### src/rtl/sw_pkg.sv
package sw_pkg;
    typedef enum logic [1:0] {
        ING_IDLE  = 2'd0,
        ING_STORE = 2'd1,
        ING_SKIP  = 2'd2
    } ing_state_e;
endpackage

### src/rtl/sw_bufpool.sv
module sw_bufpool #(
    parameter int NPORT     = 3,
    parameter int NBUF      = 4,
    parameter int BUF_BYTES = 16,
    localparam int BW = $clog2(NBUF),
    localparam int IW = $clog2(BUF_BYTES),
    localparam int LW = $clog2(BUF_BYTES + 1),
    localparam int CW = $clog2(NPORT + 1)
) (
    input  logic                      clk,
    input  logic                      rst_n,
    input  logic                      alloc_i,
    input  logic                      wr_en_i,
    input  logic [BW-1:0]             wr_buf_i,
    input  logic [IW-1:0]             wr_idx_i,
    input  logic [7:0]                wr_data_i,
    input  logic                      commit_i,
    input  logic [BW-1:0]             commit_buf_i,
    input  logic [CW-1:0]             commit_cnt_i,
    input  logic [LW-1:0]             commit_len_i,
    input  logic [NPORT-1:0]          rel_i,
    input  logic [NPORT-1:0][BW-1:0]  rel_buf_i,
    input  logic [NPORT-1:0][BW-1:0]  rd_buf_i,
    input  logic [NPORT-1:0][IW-1:0]  rd_idx_i,
    output logic [NPORT-1:0][7:0]     rd_data_o,
    output logic [NPORT-1:0][LW-1:0]  rd_len_o,
    output logic                      free_ok_o,
    output logic [BW-1:0]             free_idx_o
);
    typedef struct packed {
        logic [NBUF-1:0][BUF_BYTES-1:0][7:0] mem;
        logic [NBUF-1:0][LW-1:0]             len;
        logic [NBUF-1:0][CW-1:0]             cnt;
        logic [NBUF-1:0]                     free;
    } pool_t;

    pool_t s_q, s_d;

    // lowest-numbered free buffer
    always_comb begin
        free_idx_o = '0;
        for (int b = NBUF - 1; b >= 0; b--) begin
            if (s_q.free[b]) free_idx_o = BW'(b);
        end
        free_ok_o = |s_q.free;
    end

    always_comb begin
        logic [CW-1:0] dec;
        s_d = s_q;
        if (wr_en_i) s_d.mem[wr_buf_i][wr_idx_i] = wr_data_i;
        if (alloc_i) s_d.free[free_idx_o] = 1'b0;
        if (commit_i) begin
            s_d.len[commit_buf_i] = commit_len_i;
            s_d.cnt[commit_buf_i] = commit_cnt_i;
            if (commit_cnt_i == '0) s_d.free[commit_buf_i] = 1'b1;
        end
        for (int b = 0; b < NBUF; b++) begin
            dec = '0;
            for (int p = 0; p < NPORT; p++) begin
                if (rel_i[p] && rel_buf_i[p] == BW'(b)) dec = dec + CW'(1);
            end
            if (dec != '0) begin
                s_d.cnt[b] = s_q.cnt[b] - dec;
                if (s_q.cnt[b] == dec) s_d.free[b] = 1'b1;
            end
        end
    end

    always_ff @(posedge clk) begin
        if (!rst_n) begin
            s_q      <= '0;
            s_q.free <= '1;
        end else begin
            s_q <= s_d;
        end
    end

    for (genvar p = 0; p < NPORT; p++) begin : g_rd
        assign rd_data_o[p] = s_q.mem[rd_buf_i[p]][rd_idx_i[p]];
        assign rd_len_o[p]  = s_q.len[rd_buf_i[p]];
    end
endmodule

### src/rtl/sw_outq.sv
module sw_outq #(
    parameter int NBUF      = 4,
    parameter int BUF_BYTES = 16,
    parameter int QDEPTH    = 2,
    localparam int BW  = $clog2(NBUF),
    localparam int IW  = $clog2(BUF_BYTES),
    localparam int LW  = $clog2(BUF_BYTES + 1),
    localparam int QW  = (QDEPTH > 1) ? $clog2(QDEPTH) : 1,
    localparam int QCW = $clog2(QDEPTH + 1)
) (
    input  logic          clk,
    input  logic          rst_n,
    input  logic          push_i,
    input  logic [BW-1:0] push_buf_i,
    output logic          full_o,
    output logic [BW-1:0] rd_buf_o,
    output logic [IW-1:0] rd_idx_o,
    input  logic [LW-1:0] rd_len_i,
    input  logic [7:0]    rd_data_i,
    input  logic          ready_i,
    output logic          valid_o,
    output logic [7:0]    data_o,
    output logic          last_o,
    output logic          rel_o,
    output logic [BW-1:0] rel_buf_o
);
    typedef struct packed {
        logic [QDEPTH-1:0][BW-1:0] slot;
        logic [QW-1:0]             head;
        logic [QW-1:0]             tail;
        logic [QCW-1:0]            count;
        logic [IW-1:0]             idx;
    } q_t;

    q_t s_q, s_d;

    always_comb begin
        logic fire;
        logic done;
        s_d       = s_q;
        valid_o   = (s_q.count != '0);
        rd_buf_o  = s_q.slot[s_q.head];
        rd_idx_o  = s_q.idx;
        data_o    = rd_data_i;
        last_o    = valid_o && ((LW'(s_q.idx) + LW'(1)) == rd_len_i);
        full_o    = (s_q.count == QCW'(QDEPTH));
        fire      = valid_o && ready_i;
        done      = fire && last_o;
        rel_o     = done;
        rel_buf_o = s_q.slot[s_q.head];
        if (fire) begin
            if (last_o) begin
                s_d.idx  = '0;
                s_d.head = (s_q.head == QW'(QDEPTH - 1)) ? '0 : s_q.head + QW'(1);
            end else begin
                s_d.idx = s_q.idx + IW'(1);
            end
        end
        if (push_i) begin
            s_d.slot[s_q.tail] = push_buf_i;
            s_d.tail = (s_q.tail == QW'(QDEPTH - 1)) ? '0 : s_q.tail + QW'(1);
        end
        s_d.count = s_q.count + QCW'(push_i) - QCW'(done);
    end

    always_ff @(posedge clk) begin
        if (!rst_n) s_q <= '0;
        else        s_q <= s_d;
    end
endmodule

### src/rtl/sw_ingress.sv
module sw_ingress
    import sw_pkg::*;
#(
    parameter int NPORT     = 3,
    parameter int NBUF      = 4,
    parameter int BUF_BYTES = 16,
    parameter int NVL       = 16,
    parameter int DROPW     = 16,
    localparam int BW = $clog2(NBUF),
    localparam int IW = $clog2(BUF_BYTES),
    localparam int LW = $clog2(BUF_BYTES + 1),
    localparam int CW = $clog2(NPORT + 1),
    localparam int PW = (NPORT > 1) ? $clog2(NPORT) : 1,
    localparam int VW = $clog2(NVL)
) (
    input  logic                       clk,
    input  logic                       rst_n,
    input  logic [NPORT-1:0]           in_valid_i,
    input  logic [NPORT-1:0][7:0]      in_data_i,
    input  logic [NPORT-1:0]           in_last_i,
    output logic [NPORT-1:0]           in_ready_o,
    input  logic [NVL-1:0][NPORT-1:0]  route_i,
    input  logic                       free_ok_i,
    input  logic [BW-1:0]              free_idx_i,
    input  logic [NPORT-1:0]           q_full_i,
    output logic                       alloc_o,
    output logic                       wr_en_o,
    output logic [BW-1:0]              wr_buf_o,
    output logic [IW-1:0]              wr_idx_o,
    output logic [7:0]                 wr_data_o,
    output logic                       commit_o,
    output logic [BW-1:0]              commit_buf_o,
    output logic [CW-1:0]              commit_cnt_o,
    output logic [LW-1:0]              commit_len_o,
    output logic [NPORT-1:0]           push_o,
    output logic [DROPW-1:0]           drops_o
);
    typedef struct packed {
        ing_state_e     st;
        logic [PW-1:0]  owner;
        logic [PW-1:0]  rr;
        logic [BW-1:0]  bufh;
        logic [LW-1:0]  idx;
        logic [VW-1:0]  vl;
        logic [DROPW-1:0] drops;
    } ing_t;

    ing_t s_q, s_d;

    always_comb begin
        int            c;
        logic          take;
        logic [PW-1:0] sel;
        logic [VW-1:0] use_vl;
        s_d          = s_q;
        in_ready_o   = '0;
        alloc_o      = 1'b0;
        wr_en_o      = 1'b0;
        wr_buf_o     = s_q.bufh;
        wr_idx_o     = IW'(s_q.idx);
        wr_data_o    = in_data_i[s_q.owner];
        commit_o     = 1'b0;
        commit_buf_o = s_q.bufh;
        commit_len_o = (s_q.idx < LW'(BUF_BYTES)) ? s_q.idx + LW'(1) : s_q.idx;
        use_vl       = s_q.vl;
        take         = 1'b0;
        sel          = s_q.owner;
        case (s_q.st)
            ING_IDLE: begin
                for (int k = NPORT - 1; k >= 0; k--) begin
                    c = (int'(s_q.rr) + k) % NPORT;
                    if (in_valid_i[PW'(c)]) begin
                        sel  = PW'(c);
                        take = 1'b1;
                    end
                end
                if (take) begin
                    in_ready_o[sel] = 1'b1;
                    s_d.owner = sel;
                    s_d.rr    = PW'((int'(sel) + 1) % NPORT);
                    if (free_ok_i) begin
                        alloc_o      = 1'b1;
                        wr_en_o      = 1'b1;
                        wr_buf_o     = free_idx_i;
                        wr_idx_o     = '0;
                        wr_data_o    = in_data_i[sel];
                        use_vl       = in_data_i[sel][VW-1:0];
                        s_d.bufh     = free_idx_i;
                        s_d.idx      = LW'(1);
                        s_d.vl       = use_vl;
                        commit_buf_o = free_idx_i;
                        commit_len_o = LW'(1);
                        if (in_last_i[sel]) commit_o = 1'b1;
                        else                s_d.st   = ING_STORE;
                    end else begin
                        s_d.drops = s_q.drops + DROPW'(1);
                        if (!in_last_i[sel]) s_d.st = ING_SKIP;
                    end
                end
            end
            ING_STORE: begin
                in_ready_o[s_q.owner] = 1'b1;
                if (in_valid_i[s_q.owner]) begin
                    wr_en_o = (s_q.idx < LW'(BUF_BYTES));
                    if (s_q.idx < LW'(BUF_BYTES)) s_d.idx = s_q.idx + LW'(1);
                    if (in_last_i[s_q.owner]) begin
                        commit_o = 1'b1;
                        s_d.st   = ING_IDLE;
                    end
                end
            end
            default: begin
                in_ready_o[s_q.owner] = 1'b1;
                if (in_valid_i[s_q.owner] && in_last_i[s_q.owner]) s_d.st = ING_IDLE;
            end
        endcase
        push_o       = commit_o ? (route_i[use_vl] & ~q_full_i) : '0;
        commit_cnt_o = CW'($countones(push_o));
        drops_o      = s_q.drops;
    end

    always_ff @(posedge clk) begin
        if (!rst_n) s_q <= '0;
        else        s_q <= s_d;
    end
endmodule

### src/rtl/sw_mcast_switch.sv
module sw_mcast_switch #(
    parameter int NPORT     = 3,
    parameter int NBUF      = 4,
    parameter int BUF_BYTES = 16,
    parameter int QDEPTH    = 2,
    parameter int NVL       = 16,
    parameter int DROPW     = 16
) (
    input  logic                      clk,
    input  logic                      rst_n,
    input  logic [NPORT-1:0]          in_valid,
    input  logic [NPORT-1:0][7:0]     in_data,
    input  logic [NPORT-1:0]          in_last,
    output logic [NPORT-1:0]          in_ready,
    output logic [NPORT-1:0]          out_valid,
    output logic [NPORT-1:0][7:0]     out_data,
    output logic [NPORT-1:0]          out_last,
    input  logic [NPORT-1:0]          out_ready,
    input  logic [NVL-1:0][NPORT-1:0] route_map,
    output logic [DROPW-1:0]          drop_count
);
    localparam int BW = $clog2(NBUF);
    localparam int IW = $clog2(BUF_BYTES);
    localparam int LW = $clog2(BUF_BYTES + 1);
    localparam int CW = $clog2(NPORT + 1);

    logic                     alloc, wr_en, commit, free_ok;
    logic [BW-1:0]            wr_buf, commit_buf, free_idx;
    logic [IW-1:0]            wr_idx;
    logic [7:0]               wr_data;
    logic [CW-1:0]            commit_cnt;
    logic [LW-1:0]            commit_len;
    logic [NPORT-1:0]         push, q_full, rel;
    logic [NPORT-1:0][BW-1:0] rel_buf, rd_buf;
    logic [NPORT-1:0][IW-1:0] rd_idx;
    logic [NPORT-1:0][7:0]    rd_data;
    logic [NPORT-1:0][LW-1:0] rd_len;

    sw_ingress #(
        .NPORT(NPORT), .NBUF(NBUF), .BUF_BYTES(BUF_BYTES), .NVL(NVL), .DROPW(DROPW)
    ) u_ing (
        .clk(clk), .rst_n(rst_n),
        .in_valid_i(in_valid), .in_data_i(in_data), .in_last_i(in_last), .in_ready_o(in_ready),
        .route_i(route_map), .free_ok_i(free_ok), .free_idx_i(free_idx), .q_full_i(q_full),
        .alloc_o(alloc), .wr_en_o(wr_en), .wr_buf_o(wr_buf), .wr_idx_o(wr_idx), .wr_data_o(wr_data),
        .commit_o(commit), .commit_buf_o(commit_buf), .commit_cnt_o(commit_cnt),
        .commit_len_o(commit_len), .push_o(push), .drops_o(drop_count)
    );

    sw_bufpool #(
        .NPORT(NPORT), .NBUF(NBUF), .BUF_BYTES(BUF_BYTES)
    ) u_pool (
        .clk(clk), .rst_n(rst_n), .alloc_i(alloc),
        .wr_en_i(wr_en), .wr_buf_i(wr_buf), .wr_idx_i(wr_idx), .wr_data_i(wr_data),
        .commit_i(commit), .commit_buf_i(commit_buf), .commit_cnt_i(commit_cnt),
        .commit_len_i(commit_len), .rel_i(rel), .rel_buf_i(rel_buf),
        .rd_buf_i(rd_buf), .rd_idx_i(rd_idx), .rd_data_o(rd_data), .rd_len_o(rd_len),
        .free_ok_o(free_ok), .free_idx_o(free_idx)
    );

    for (genvar p = 0; p < NPORT; p++) begin : g_out
        sw_outq #(
            .NBUF(NBUF), .BUF_BYTES(BUF_BYTES), .QDEPTH(QDEPTH)
        ) u_q (
            .clk(clk), .rst_n(rst_n),
            .push_i(push[p]), .push_buf_i(commit_buf), .full_o(q_full[p]),
            .rd_buf_o(rd_buf[p]), .rd_idx_o(rd_idx[p]), .rd_len_i(rd_len[p]), .rd_data_i(rd_data[p]),
            .ready_i(out_ready[p]), .valid_o(out_valid[p]), .data_o(out_data[p]), .last_o(out_last[p]),
            .rel_o(rel[p]), .rel_buf_o(rel_buf[p])
        );
    end
endmodule

### config.mk
export PLATFORM = sky130hd
export DESIGN_NAME = sw_mcast_switch
export DESIGN_NICKNAME = d
export VERILOG_FILES = /design/src/rtl/sw_pkg.sv /design/src/rtl/sw_bufpool.sv /design/src/rtl/sw_outq.sv /design/src/rtl/sw_ingress.sv /design/src/rtl/sw_mcast_switch.sv
export SDC_FILE = /design/constraint.sdc
export NUM_CORES = 2
export LEC_CHECK = 0
export ABC_CLOCK_PERIOD_IN_PS = 6380
export BUFFER_PORTS_ARGS = -buffer_cell sky130_fd_sc_hd__buf_2
export CAP_MARGIN = 40
export CORE_MARGIN = 2
export CORE_UTILIZATION = 64
export CTS_CLUSTER_DIAMETER = 50
export CTS_CLUSTER_SIZE = 12
export DETAILED_ROUTE_END_ITERATION = 7
export GPL_ROUTABILITY_DRIVEN = 1
export MAX_ROUTING_LAYER = met4
export PLACE_DENSITY = 0.84
export SETUP_SLACK_MARGIN = 0.5
export SLEW_MARGIN = 20
export SYNTH_ARGS = -nofsm -noshare
export SYNTH_HDL_FRONTEND = slang
export SYNTH_SLANG_ARGS = --single-unit
### constraint.sdc
create_clock -name clk -period 6.38 [get_ports clk]
set_input_delay 1.595 -clock clk [delete_from_list [all_inputs] [get_ports clk]]
set_output_delay 1.595 -clock clk [all_outputs]
set_load 0.02 [all_outputs]
# Word-level counts from Yosys, hierarchy flattened
# Index checks and enable logic that the tools add are counted.
[totals]
ff_bits = 613
in_bits = 83
output_inout_bits = 49
[classes]
addsub = 37
div = 4
n_lt_le_gt_ge = 30
n_eq_ne = 25
muxes = 163
bitwise = 6
n_reduce_logical = 57
[op_table]
columns = ["op", "count"]
rows = [
  ["binary-select mux 128 bit (select 2 bit)", 3],
  ["bitwise mux 512 bit", 1],
  ["2-to-1 mux 128 bit", 4],
  ["demux 128 bit (select 2 bit)", 1],
  ["binary-select mux 8 bit (select 4 bit)", 3],
  ["remainder unit 32 x 3 -> 32 bit (second input constant)", 3],
  ["2-to-1 mux 2 bit", 39],
  ["2-to-1 mux 8 bit", 9],
  ["2-to-1 mux 5 bit", 9],
  ["2-to-1 mux 1 bit", 44],
  ["2-to-1 mux 4 bit", 11],
  ["2-to-1 mux 33 bit", 1],
  ["binary-select mux 8 bit (select 2 bit)", 2],
  ["demux 8 bit (select 4 bit)", 1],
  ["remainder unit 3 x 3 -> 32 bit (second input constant)", 1],
  ["binary-select mux 5 bit (select 2 bit)", 3],
  ["logical AND 1 bit", 30],
  ["less-than comparator 4 x 5 -> 1 bit (second input constant)", 5],
  ["nonzero test 2 bit", 12],
  ["less-than comparator 2 x 3 -> 1 bit (second input constant)", 7],
  ["bitwise mux 20 bit", 1],
  ["equality test 2 bit (second input constant)", 9],
  ["adder 16 x 1 -> 16 bit (second input constant)", 1],
  ["2-to-1 mux 16 bit", 1],
  ["50 further kinds", 121],
]

# Depth between registers and ports, before layout
[logic_depth]
word_depth = 25
ltp_mapped = 19
depth_no_buf = 16

# By module
# A second synthesis with hierarchy kept.
[hier_totals]
cells_unflattened = 4021
area_unflattened_um2 = 38784.7
[by_module_without_submodules]
columns = ["module", "instances", "cells_each", "area_each_um2", "seq_area_each_um2"]
rows = [
  ["sw_bufpool", 1, 3334, 33270.7, 10890.4],
  ["sw_ingress", 1, 439, 3260.6, 660.6],
  ["sw_outq (g_out[0].u_q ...)", 2, 83, 750.7, 240.2],
  ["sw_outq (g_out[2].u_q)", 1, 82, 752.0, 240.2],
]

# Least setup slack after synthesis
# No wires, ideal clock.
[synth_timing]
kind = "input to register"
startpoint = "input in_valid[2]"
endpoint = "register u_pool.s_q[6] (netlist bit)"
t_arrival_ns = 5.003
required_ns = 6.243
slack_ns = 1.240
stages = 17
n_path_buf = 4
cell_sequence = "buf_2 > a22oi_1 > o22a_1 > a221o_1 > o21a_1 > buf_2 > o31ai_4 > or2_1 > buf_6 > buf_8 > mux2i_1 > a2111o_1 > o22ai_1 > fa_1 > mux2_2 > nor2_1 > a211oi_1"
[synth_via]
elab_chain_len = 21
elab_cells_between_ends = 48
[synth_lines]
columns = ["item", "line_no", "source"]
rows = [
  ["start, declared", "sw_mcast_switch.sv:11", "input logic [NPORT-1:0] in_valid,"],
  ["binary-select mux 1 bit (select 2 bit)", "sw_ingress.sv:72", "if (in_valid_i[PW'(c)]) begin"],
  ["2-to-1 mux 1 bit (not written as such) (2 in series)", "sw_ingress.sv:72", ""],
  ["2-to-1 mux 2 bit (3 in series)", "sw_ingress.sv:72", ""],
  ["2-to-1 mux 2 bit", "sw_ingress.sv:68", "case (s_q.st)"],
  ["binary-select mux 8 bit (select 2 bit)", "sw_ingress.sv:87", "use_vl = in_data_i[sel][VW-1:0];"],
  ["2-to-1 mux 8 bit", "-", ""],
  ["2-to-1 mux 4 bit", "sw_ingress.sv:81", "if (free_ok_i) begin"],
  ["2-to-1 mux 4 bit", "sw_ingress.sv:77", "if (take) begin"],
  ["[... 3 more ...]", "-", ""],
  ["AND 3 bit", "sw_ingress.sv:117", "push_o = commit_o ? (route_i[use_vl] & ~q_full_i) : '0;"],
  ["2-to-1 mux 3 bit *", "sw_ingress.sv:117", ""],
  ["net g_out[1].u_q.push_i", "sw_outq.sv:13", "input logic push_i,"],
  ["adder 1 x 1 -> 2 bit (not written as such) *", "sw_ingress.sv:118", "commit_cnt_o = CW'($countones(push_o));"],
  ["adder 2 x 1 -> 2 bit (not written as such) *", "sw_ingress.sv:118", ""],
  ["bitwise mux 8 bit *", "sw_bufpool.sv:55", "s_d.cnt[commit_buf_i] = commit_cnt_i;"],
  ["2-to-1 mux 12 bit *", "sw_bufpool.sv:53", "if (commit_i) begin"],
  ["2-to-1 mux 2 bit *", "sw_bufpool.sv:63", "if (dec != '0) begin"],
  ["end, declared", "sw_bufpool.sv:37", "pool_t s_q, s_d;"],
]
# The timed path passes the listed nets; every way through them passes the cells marked *. The select of a mux whose other input is x is not followed.
# A chain may end at the register's enable or synchronous reset.

==> metrics <==
run status finished, final reports clean; root buf cell clkbuf_16; vias in the first global route about 34000; Die W 250 um; critical path startpoint category flop; Layout area overhead 10.0%; post-route ant nets 0; Yosys reg bits approximately 600; maximum vdd drop a little under 0.7 mV; Post-synth EDFFs 0; Seq/Total Area, Yosys 0.317; GP Congestion 0.985; CP arrival 4.25 ns; Slew Viols, Final 0; worst-path maximum fanout 16; first-pass GRT wire length between 150000 and 200000 um; Num Clock Sinks 613; cells after synthesis 4245; Final Hold Vio Count 0; final setup violation count 0; number of remaining DRC errors 0; FFs w/ async S/R, synth 0; Worst setup EP type primary output; Buffers on Ports between 100 and 150; cts bufs inserted 73; max_cap viols 0; CTS Buffer Depth 3; Detailed Route WL between 100000 and 150000 um; min cycle time layout slightly below 6 ns; clock tree from TritonCTS done; hold buffers post-CTS 0; Final Cycle Share 0.916; FP Rows 90; pwr dens 364 mW/mm^2; P_leak 15.5 nW; HP Class reg2reg; Yosys warning count 0; antenna violations before repair 15; Slew @ Worst Pin roughly 0.97 ns; Core ar. between 0.06 and 0.07 sq mm; overall power 15.5 mW; Ports 132; prevailing post-synth register cell dfxtp_1; setup repair after global routing missed its margin no; Initial Util 0.645; Final TNS setup 0 ns; Nets 4265; Worst Setup Path Type reg2out; largest net degree at the start of global routing 160; flip-flop and latch area 0.0123 sq mm; share of layout cells above drive strength 1 0.199; Cell Area, Synth 0.0387 sq mm; via count 36189; Via-to-Cell Ratio 7.25; mean post-synth cell area 9.12 sq um; die area approximately 0.062 sq mm; Die Span Y 250 um; gr usage total 0.421; area of the multi-input gates 0.0248 sq mm; Slew HR 0.350; Starting DRT DRC Count 6005; routed len/inst 26.1 um; DP HPWL around 82000 um; distinct cell type count after synthesis 91; critical path data required time ~4.8 ns; Pre-Repair DR Iteration Count 7; Fmax achieved 0.171 GHz; Worst-Skew Late Latency 0.63 ns; Setup Skew 0.0286 ns; Remaining Overflow, GRT 0; fill cell count around 4200; post-CTS setup buffer count 0; Post-CTS Resized 0; CTS H-tree lvls 3; clock-pin slew on the worst setup and hold paths 0.06 ns; Net Count, Synth 4358
[kinds of logic after synthesis]
family	share of synthesized area
AO/OA/AOI/OAI	0.121
XOR/XNOR	0.0109
adder cells (fa/ha/maj)	0.0102
buffers and inverters	0.0477
flip-flops	0.317
multiplexers	0.321
AND/OR/NAND/NOR	0.172
[sequential cells by signal, summed over array words and instances, names as in the netlist]
| name | cells |
|---|---|
| u_pool.s_q | 544 |
| g_out.u_q.s_q | 24 |
| u_ing.s_q | 17 |
| u_ing.drops_o | 16 |
| g_out.u_q.rd_idx_o | 12 |
[metal layers]
metal	vias up	share of wire	track usage
met3	739	0.14	0.125
met1	17005	0.34	0.503
met5	-	0	-
met2	3283	0.44	0.617
met4	0	0.074	0.286
li1	15162	-	-
[worst max-delay path: stages, from the launching register on]
cell and delay, ns:
dfxtp_1 0.55, mux2i_4 0.67, buf_4 0.41, mux4_2 0.56, mux4_2 0.61, mux4_2 0.61, buf_2 0.20
[cell type report]
cell class	count	area share
multi-input cells	3187	0.583
flip-flops and latches	613	0.288
repair buffers	239	0.0459
clock buffers	83	0.0455
well taps	782	0.0230
clock inverters	31	0.0100
inverters	38	0.00358
diodes	16	0.000940
[cell usage after synthesis, drive strengths merged (38+ instances only)]
cell type,count,area (sq um)
buf,86,495
a31oi,133,832
mux4,387,8720
mux2i,358,3580
and3,136,851
clkbuf,321,1210
a21oi,298,1500
inv,38,145
nand3,45,270
o21ai,273,1370
dfxtp,613,12300
nor2,427,1650
nand2,845,3180
[final timing paths]
check / from / to / slack [ns] / cells past startpoint
worst max register to register: u_ing.s_q[27] / u_pool.s_q[10] / 1.21 / 17
worst min-delay path: u_ing.s_q[27] / u_ing.s_q[27] / 0.47 / 2
worst max-delay path: g_out[1].u_q.s_q[7] / out_data[8] / 0.53 / 6
worst min register to register: u_ing.s_q[27] / u_ing.s_q[27] / 0.47 / 2
[cells in the final DEF, fill, tap and decap left out, types with 16 or more instances in the layout]
cell type	count
inv_1	35
buf_2	131
nor2_2	17
diode_2	16
a31oi_1	133
nand3_1	36
nor2_1	410
buf_4	72
nand2_1	842
ha_1	29
dfxtp_1	607
clkbuf_16	76
xor2_1	20
mux4_2	387
buf_12	24
and3_1	136
xnor2_1	28
mux2i_1	353
o21ai_0	272
a21oi_1	290
[where the power goes]
part	switching, mW	leakage, nW	internal (mW)	total (mW)
Sequential	0.164	4.94	3.97	4.13
Combinational	4.76	9.44	2.36	7.12
Clock	1.76	1.14	2.51	4.27
Total	6.69	15.5	8.83	15.5
[through the flow]
step                area [sq um]  std cells   util  setup WS [ns]  hold slack [ns]
finish                     42600       4989  0.710          0.533            0.473
global route               42600       4988  0.710          0.521            0.504
CTS                        42400       4968  0.707          0.624            0.477
detailed placement         40100       4854  0.668          0.596            0.469
global placement           39900       4843  0.664          0.653            0.465
floorplan                  38700       4245      -           1.24            0.434
Power figures use the tool's default switching activity.
